[src/rtl/serclk_pkg.sv]
// Shared constants, config type and code decoding for the serial clock generator.
// Assumes the clock-select word layout described in the brief.
package serclk_pkg;

    localparam int REG_W    = 16;
    localparam int PRE_W    = 5;
    localparam int PRE_LSB  = 8;
    localparam int CODE_W   = 3;
    localparam int CODE_LSB = 0;
    localparam int MAX_LOG2 = 5;
    localparam int LOG_W    = $clog2(MAX_LOG2 + 1);
    localparam int DIV_W    = MAX_LOG2;

    localparam logic [CODE_W-1:0] CODE_BYPASS  = CODE_W'(7);
    localparam logic [CODE_W-1:0] CODE_LAST_PW = CODE_W'(MAX_LOG2 - 1);

    typedef struct packed {
        logic [PRE_W-1:0] pre_m1;
        logic [LOG_W-1:0] log2;
        logic             pol;
    } sck_cfg_t;

    // Map a divider code to log2 of the divide ratio.
    function automatic logic [LOG_W-1:0] code_to_log2(input logic [CODE_W-1:0] code);
        if (code == CODE_BYPASS)
            return '0;
        else if (code > CODE_LAST_PW)
            return LOG_W'(MAX_LOG2);
        else
            return LOG_W'(code) + LOG_W'(1);
    endfunction

endpackage

[src/rtl/serclk_cfg.sv]
// Configuration holding register. It follows the clock-select word and the
// polarity while the generator is stopped and freezes them while it runs.
// Assumes hold is the registered run-state of the generator.
module serclk_cfg
    import serclk_pkg::*;
#(
    parameter int SEL_W = REG_W
) (
    input  logic             clk,
    input  logic             rst_n,
    input  logic             hold,
    input  logic [SEL_W-1:0] sel_word,
    input  logic             pol_in,
    output sck_cfg_t         cfg,
    output logic             one_mode
);

    localparam logic [SEL_W-1:0] PRE_MASK  = SEL_W'({PRE_W{1'b1}}) << PRE_LSB;
    localparam logic [SEL_W-1:0] CODE_MASK = SEL_W'({CODE_W{1'b1}}) << CODE_LSB;
    localparam logic [SEL_W-1:0] USED_MASK = PRE_MASK | CODE_MASK;

    logic unused_sel_bits;
    assign unused_sel_bits = ^(sel_word & ~USED_MASK);

    // Capture config while stopped, freeze it while running.
    always_ff @(posedge clk) begin
        if (!rst_n) begin
            cfg <= '0;
        end else if (!hold) begin
            cfg.pre_m1 <= sel_word[PRE_LSB +: PRE_W];
            cfg.log2   <= code_to_log2(sel_word[CODE_LSB +: CODE_W]);
            cfg.pol    <= pol_in;
        end
    end

    // Ratio of one: prescale 1 and divider bypassed.
    always_comb begin
        one_mode = (cfg.pre_m1 == '0) && (cfg.log2 == '0);
    end

    // config never moves while the generator was running on the previous edge
    a_r9_cfg_frozen: assert property (@(posedge clk) disable iff (!rst_n)
        $past(hold) |-> $stable(cfg));

endmodule

[src/rtl/serclk_count.sv]
// Two-stage position counter: a prescaler and a power-of-two divider behind it.
// It flags the period start, the half point and the last cycle of each SCK period.
// Assumes the counters are held at zero while the generator is stopped.
module serclk_count
    import serclk_pkg::*;
#(
    parameter int P_W = PRE_W,
    parameter int L_W = LOG_W,
    parameter int D_W = DIV_W
) (
    input  logic           clk,
    input  logic           rst_n,
    input  logic           active,
    input  logic [P_W-1:0] pre_m1,
    input  logic [L_W-1:0] log2,
    output logic           at_zero,
    output logic           at_half,
    output logic           at_end
);

    logic [P_W-1:0] pc;
    logic [D_W-1:0] dc;
    logic [D_W:0]   d_ratio;
    logic [D_W-1:0] d_max;
    logic [D_W-1:0] d_half;
    logic [P_W:0]   p_ratio;
    logic [P_W-1:0] p_half;

    // Derived terminal and half-way counts for the latched ratio.
    always_comb begin
        d_ratio = (D_W+1)'(1) << log2;
        d_max   = D_W'(d_ratio - (D_W+1)'(1));
        d_half  = D_W'(d_ratio >> 1);
        p_ratio = {1'b0, pre_m1} + (P_W+1)'(1);
        p_half  = P_W'(p_ratio >> 1);
    end

    // Prescaler stage: counts peripheral cycles within one divider step.
    always_ff @(posedge clk) begin
        if (!rst_n || !active) begin
            pc <= '0;
        end else if (pc == pre_m1) begin
            pc <= '0;
        end else begin
            pc <= pc + P_W'(1);
        end
    end

    // Divider stage: counts prescaler wraps within one SCK period.
    always_ff @(posedge clk) begin
        if (!rst_n || !active) begin
            dc <= '0;
        end else if (pc == pre_m1) begin
            dc <= (dc == d_max) ? '0 : dc + D_W'(1);
        end
    end

    // Period position decode.
    always_comb begin
        at_zero = (pc == '0) && (dc == '0);
        at_end  = (pc == pre_m1) && (dc == d_max);
        if (log2 == '0)
            at_half = (pc == p_half);
        else
            at_half = (dc == d_half) && (pc == '0);
    end

    // prescaler position never exceeds the latched prescale
    a_r2_pre_bound: assert property (@(posedge clk) disable iff (!rst_n)
        active |-> pc <= pre_m1);

    // divider position never exceeds the latched divide ratio
    a_r2_div_bound: assert property (@(posedge clk) disable iff (!rst_n)
        active |-> dc <= d_max);

endmodule

[src/rtl/serclk_wave.sv]
// SCK waveform and edge strobes. For ratios of two or more it drives a
// registered SCK that toggles at the period start and at the half point. For a
// ratio of one it gates the peripheral clock through an enable that changes
// only while the clock is low.
// Assumes at_zero/at_half come from counters that are held at zero while stopped.
module serclk_wave (
    input  logic clk,
    input  logic rst_n,
    input  logic active,
    input  logic one_mode,
    input  logic pol,
    input  logic at_zero,
    input  logic at_half,
    output logic sck,
    output logic rise_stb,
    output logic fall_stb,
    output logic bit_tick
);

    logic sck_q;
    logic gate_q;
    logic lead;
    logic trail;

    // Edge events of the divided waveform.
    always_comb begin
        lead  = at_zero;
        trail = at_half && !at_zero;
    end

    // Registered SCK level and its edge strobes.
    always_ff @(posedge clk) begin
        if (!rst_n) begin
            sck_q    <= 1'b0;
            rise_stb <= 1'b0;
            fall_stb <= 1'b0;
            bit_tick <= 1'b0;
        end else if (!active) begin
            sck_q    <= pol;
            rise_stb <= 1'b0;
            fall_stb <= 1'b0;
            bit_tick <= 1'b0;
        end else if (one_mode) begin
            sck_q    <= pol;
            rise_stb <= 1'b1;
            fall_stb <= 1'b1;
            bit_tick <= 1'b1;
        end else begin
            if (lead)
                sck_q <= ~pol;
            else if (trail)
                sck_q <= pol;
            rise_stb <= (lead && !pol) || (trail && pol);
            fall_stb <= (lead && pol) || (trail && !pol);
            bit_tick <= trail;
        end
    end

    // Clock-gate enable, updated while the clock is low so pulses stay whole.
    always_ff @(negedge clk) begin
        if (!rst_n)
            gate_q <= 1'b0;
        else
            gate_q <= active && one_mode;
    end

    // Pin select: gated clock for a ratio of one, register otherwise.
    always_comb begin
        if (one_mode)
            sck = pol ^ (clk & gate_q);
        else
            sck = sck_q;
    end

    // both strobes together only when running at a ratio of one
    a_r7_strobes_exclusive: assert property (@(posedge clk) disable iff (!rst_n)
        (rise_stb && fall_stb) |-> one_mode);

    // a rising strobe coincides with SCK at the high level
    a_r7_rise_high: assert property (@(posedge clk) disable iff (!rst_n)
        (rise_stb && !one_mode) |-> sck_q);

    // the tick marks the return of SCK to the idle level
    a_r8_tick_idle: assert property (@(posedge clk) disable iff (!rst_n)
        (bit_tick && !one_mode) |-> (sck_q == pol));

endmodule

[src/rtl/serclk_gen.sv]
// Prescaled serial clock generator top. It holds the run state, starts on run
// when stopped, and stops only at the end of an SCK period.
// Assumes clk_sel and cpol come from a register block and may change at any time.
module serclk_gen
    import serclk_pkg::*;
(
    input  logic             clk,
    input  logic             rst_n,
    input  logic [REG_W-1:0] clk_sel,
    input  logic             run,
    input  logic             cpol,
    output logic             sck,
    output logic             rise_stb,
    output logic             fall_stb,
    output logic             bit_tick
);

    logic     active;
    logic     one_mode;
    logic     at_zero;
    logic     at_half;
    logic     at_end;
    sck_cfg_t cfg;

    // Run state: start on run, stop only at the period boundary.
    always_ff @(posedge clk) begin
        if (!rst_n)
            active <= 1'b0;
        else if (!active && run)
            active <= 1'b1;
        else if (active && !run && at_end)
            active <= 1'b0;
    end

    serclk_cfg #(.SEL_W(REG_W)) u_cfg (
        .clk      (clk),
        .rst_n    (rst_n),
        .hold     (active),
        .sel_word (clk_sel),
        .pol_in   (cpol),
        .cfg      (cfg),
        .one_mode (one_mode)
    );

    serclk_count #(.P_W(PRE_W), .L_W(LOG_W), .D_W(DIV_W)) u_count (
        .clk     (clk),
        .rst_n   (rst_n),
        .active  (active),
        .pre_m1  (cfg.pre_m1),
        .log2    (cfg.log2),
        .at_zero (at_zero),
        .at_half (at_half),
        .at_end  (at_end)
    );

    serclk_wave u_wave (
        .clk      (clk),
        .rst_n    (rst_n),
        .active   (active),
        .one_mode (one_mode),
        .pol      (cfg.pol),
        .at_zero  (at_zero),
        .at_half  (at_half),
        .sck      (sck),
        .rise_stb (rise_stb),
        .fall_stb (fall_stb),
        .bit_tick (bit_tick)
    );

    // two stopped cycles in a row produce no strobe or tick
    a_r10_quiet_stopped: assert property (@(posedge clk) disable iff (!rst_n)
        (!active && !$past(active)) |-> (!rise_stb && !fall_stb && !bit_tick));

    // the edge after the start edge always produces an SCK edge strobe
    a_r5_first_edge: assert property (@(posedge clk) disable iff (!rst_n)
        $rose(active) |=> (rise_stb || fall_stb));

endmodule

[config.mk]
export PLATFORM = sky130hd
export DESIGN_NAME = serclk_gen
export DESIGN_NICKNAME = d
export VERILOG_FILES = /design/src/rtl/serclk_pkg.sv /design/src/rtl/serclk_cfg.sv /design/src/rtl/serclk_count.sv /design/src/rtl/serclk_wave.sv /design/src/rtl/serclk_gen.sv
export SDC_FILE = /design/constraint.sdc
export NUM_CORES = 1
export LEC_CHECK = 0
export ABC_AREA = 1
export CAP_MARGIN = 10
export CORE_MARGIN = 4
export CORE_UTILIZATION = 50
export DETAILED_ROUTE_END_ITERATION = 6
export GPL_TIMING_DRIVEN = 0
export PLACE_DENSITY = 0.74
export SLEW_MARGIN = 30
export SYNTH_ARGS = -nofsm -noshare
export SYNTH_HDL_FRONTEND = slang
export SYNTH_SLANG_ARGS = --single-unit
[constraint.sdc]
create_clock -name clk -period 2.37 [get_ports clk]
set_clock_uncertainty 0.2 [all_clocks]
set_input_delay 0.3555 -clock clk [delete_from_list [all_inputs] [get_ports clk]]
set_output_delay 0.3555 -clock clk [all_outputs]
set_load 0.05 [all_outputs]
* After elaboration in Yosys (flattened, before gate mapping)
Cells that the tools add are included.
** Word-level totals
- Logic and storage cells :: 69
- Input port bits :: 20
- Flip-flop bits (word level) :: 25
** Operators by class
- Bitwise logic cells :: 3
- Eq/ne operators :: 6
- Add/subtract/negate cells :: 5
- Reduce and logical (&&, ||, !) cells :: 28
- Shift-type cells :: 1
- $lt $le $gt $ge :: 1
- Muxes and demuxes :: 14
** Operators with widths (number)
- $eq A5 B5 Y1 :: 4
- $logic_not A5 Y1 :: 3
- $logic_and A1 B1 Y1 :: 13
- $mux W1 :: 11
- $add A5 B1 Y5 const B :: 2
- $add A5 B1 Y6 const B :: 1
- $mux W3 :: 2
- $shl A1 B3 Y6 const A :: 1
- $logic_not A1 Y1 :: 5
- $mux W5 :: 1
- $sub A5 B1 Y5 const B :: 1
- $ne A4 B1 Y1 const B :: 1
- $add A3 B1 Y3 const B :: 1
- $eq A3 B3 Y1 const B :: 1
- $gt A3 B3 Y1 const B :: 1
- $logic_not A3 Y1 :: 1
- $logic_or A1 B1 Y1 :: 3
- $reduce_and A2 Y1 :: 1
- $reduce_bool A2 Y1 :: 1
- $reduce_or A2 Y1 :: 1
- $and A1 B1 Y1 :: 1
- $not A1 Y1 :: 1
- $xor A1 B1 Y1 :: 1

* Longest topological paths before layout
- Depth in word-level cells :: 9
- Gate-level depth with buffers :: 13
- Depth with buffers taken out :: 13

* Hierarchy
From an unflattened synthesis, not the netlist that was laid out.
** Unflattened totals
- Cell total of the unflattened synthesis :: 254
- Area total of the unflattened synthesis :: 1741.7 um2
** By module, submodules not included
- serclk_count :: area an instance 1054.8 um2, cells each 159, times used 1, seq. area each 200.2 um2
- serclk_cfg :: area an instance 409.1 um2, cells each 57, times used 1, seq. area each 180.2 um2
- serclk_wave :: area an instance 234.0 um2, cells each 32, times used 1, seq. area each 100.1 um2
- serclk_gen :: area an instance 43.8 um2, cells each 6, times used 1, seq. area each 20.0 um2

==> flow_metrics.py <==
metrics = {
    "power_and_ir_drop": {
        "seqPwrFrac_pct": 43.0,
        "ir_drop_mv": 0.254,
        "power.leakage_nw": 0.946,
        "swShare_pct": 35.7,
        "power_mw": 1.11,
        "power_frac_comb_pct": 29.8,
        "switchingPower_uw": 395,
        "clock_power_share_pct": 27.2,
        "intPower_uw": 711,
        "power.density_mw_per_mm2": 561,
    },
    "floorplan": {
        "core-area_mm2": 0.00313,
        "die_w_um": 65.7,
        "ios": 24,
        "die-area_mm2": 0.00432,
        "floorplan.rows": 20,
        "start_util_pct": 53.2,
        "die_h_um": 65.7,
    },
    "global_route": {
        "grt_usage_pct": 19.5,
        "grt_pass1_wl_mm": 6.50,
        "antenna_found_initial": 1,
        "grt_pass1_vias": 1548,
        "grt_overflow": 0,
        "met3_usage_pct": 6.15,
        "gr-usage-met1_pct": 25.3,
        "grt_max_degree": 14,
        "grt_use_met2_pct": 29.5,
        "top_usage_layer": "met2",
    },
    "synth": {
        "netlist.area_leader.share_pct": 30.1,
        "synth_area_per_cell_um2": 6.66,
        "ys_top_cells_by_area": "dfxtp_1, nand2_1, inv_1, nand3_1, ha_1",
        "synth-seq-cells": 25,
        "synthCells": 250,
        "synth_nets": 279,
        "syn-cell-area_mm2": 0.00167,
        "ys_seq_area_share_pct": 30.1,
        "synth_cell_types": 25,
        "yosys.area.top_type": "dfxtp_1",
        "yosysWarnings": 0,
    },
    "setup_path": {
        "startpoint_type": "flip-flop",
        "timing.rr.start": "u_cfg.cfg[4]",
        "crit_arrival_ns": 2.50,
        "crit_path_end_kind": "primary output",
        "worstSetupPathType": "flip-flop to primary output",
        "cp_max_fo": 1,
        "crit_start": "u_wave.gate_q",
        "required_ns": 1.81,
    },
    "run_status": {
        "status": "complete, but fails checks",
        "failed_checks": "setup timing",
    },
    "timing": {
        "hold_viol": 0,
        "slew_violations": 0,
        "setup_viol": 3,
        "fin_setup_tns_ns": -0.729,
        "worstMarginPinSlew_ns": 0.496,
        "rsz0062_at_grt": "yes",
        "relSlewSlack_pct": 66.8,
        "setup_slack_ns": -0.685,
    },
    "finish": {
        "finish.utilization_pct": 63.0,
        "stdcell_count": 320,
        "syn2layout_area_growth_pct": 18.3,
        "final_nets": 305,
        "final_layout_size_suffix_gt1_share_pct": 11.6,
    },
    "flow_run": {
        "max_cap_viol_count": 0,
    },
    "detailed_routing": {
        "drc": 0,
        "first_pass_iters": 4,
        "via_count": 1566,
        "drt_iter0_drc": 110,
        "routed_via_density": 4.89,
        "totalWireLength_mm": 3.50,
        "ant_nets": 0,
        "detail_route.wl_per_cell_um": 10.9,
    },
    "clock_network": {
        "clk_pin_slew_ns": 0.13,
        "cts_tree": "built",
        "cts.hold.buffers_added": 0,
        "clock_latency_ns": 0.44,
    },
    "place": {
        "place_inst": 309,
        "place_congestion": 0.802,
        "dp_slack_ns": -0.781,
        "dpl.hpwl_mm": 2.65,
        "placement.io_buffers": 15,
    },
    "worst_hold_path": {
        "hp-start": "run",
        "hp-class": "input pin to flip-flop",
    },
}
[metrics by stage]
stage	hold WS (ns)	cell area, µm²
after floorplan	0.255	1680
after global placement	0.271	1880
after detailed placement	0.278	1880
after CTS	0.230	1970
after global routing	0.255	1970
final	0.245	1970
[cell usage in the layout, fill, tap and decap left out, drive strengths merged]
cell	Yosys	routed
nand2	63	63
inv	38	39
nor2	32	32
nand3	26	26
dfxtp	25	25
o21ai	15	15
clkdlybuf4s50	0	14
a21oi	9	9
ha	9	9
buf	5	9
xor2	8	8
nand4	8	8
clkbuf	1	7
nor3	5	5
nand3b	3	3
o31ai	2	2
diode	0	1
xnor2	1	1
[synth_stat cells]
| master | n |
|---|---|
| inv_2 | 2 |
| nand4_1 | 8 |
| nand2_1 | 62 |
| nand3_2 | 2 |
| nor2_4 | 2 |
| nand3b_1 | 2 |
| nand2_4 | 1 |
| o21ai_2 | 1 |
| o31ai_1 | 2 |
| buf_6 | 3 |
| nor2_1 | 28 |
| nor2_2 | 2 |
| nand3b_4 | 1 |
| clkbuf_1 | 1 |
| inv_1 | 36 |
| o21ai_0 | 14 |
| nand3_1 | 24 |
| a21oi_1 | 9 |
| nor3_1 | 3 |
| buf_2 | 2 |
| dfxtp_1 | 25 |
| xor2_1 | 8 |
| xnor2_1 | 1 |
| nor3_2 | 2 |
| ha_1 | 9 |
[cell families (layout without fill, tap and decap cells)]
| logic type | count (synthesis) | count (layout) | share of synthesized area [%] |
|---|---|---|---|
| other | 0 | 1 | 0 |
| AND/OR/NAND/NOR | 137 | 137 | 38.7 |
| adder cells (fa/ha/maj) | 9 | 9 | 6.76 |
| AO/OA/AOI/OAI | 26 | 26 | 8.34 |
| flip-flops | 25 | 25 | 30.1 |
| XOR/XNOR | 9 | 9 | 4.73 |
| buffers and inverters | 44 | 69 | 11.4 |
[power groups by stage]
stage	sequential, mW	combinational (mW)	clock (mW)
2_1_floorplan	0.496	0.227	0.0249
3_3_place_gp	0.485	0.313	0.0308
3_5_place_dp	0.485	0.315	0.0308
4_1_cts	0.475	0.330	0.314
5_1_grt	0.480	0.379	0.332
6_report	0.476	0.329	0.301
[routing by layer]
metal,part of all wire [%],wire length [µm]
met1,51,1790
met2,44,1520
met3,3.9,138
met4,1.2,42
met5,0,0
[registers in the layout, indices dropped and copies added, names as in the netlist]
register and count:
u_wave.gate_q 1, u_wave.sck_q 1, u_wave.bit_tick 1, u_count.pc 5
active 1, u_count.dc 5, u_cfg.cfg 9, u_wave.fall_stb 1
u_wave.rise_stb 1
[layout make-up]
class | instances | area [µm²]
fill | 320 | 1160
multi-input combinational | 181 | 992
sequential | 25 | 507
timing repair buffer | 17 | 163
inverter | 37 | 139
clock buffer | 7 | 56.3
tap | 44 | 55.1
buffer | 6 | 47.5
clock inverter | 2 | 7.51
antenna | 1 | 2.50
[critical path, stage by stage, from the launching register on]
cell and delay [ns]:
dfxtp_2 0.30, nand2_1 0.06, xor2_1 0.23, o21ai_4 0.07
buf_6 0.15
[repair_timing]
| item | 4_1_cts | 5_1_grt |
|---|---|---|
| endpoints found under the setup margin | 3 | 3 |
| pin swaps | 1 | 0 |
| gates resized for setup | 11 | 1 |
| buffers inserted | 3 | 0 |
[path summary, 6_finish.rpt]
| kind | end | slack [ns] | depth (start not counted) |
|---|---|---|---|
| hold reg to reg | u_wave.sck_q | 0.30 | 2 |
| setup reg to reg | u_wave.gate_q | -0.04 | 6 |
| setup / recovery | sck | -0.69 | 4 |
| hold / removal | active | 0.25 | 3 |
(Power assumes the default switching activity.)
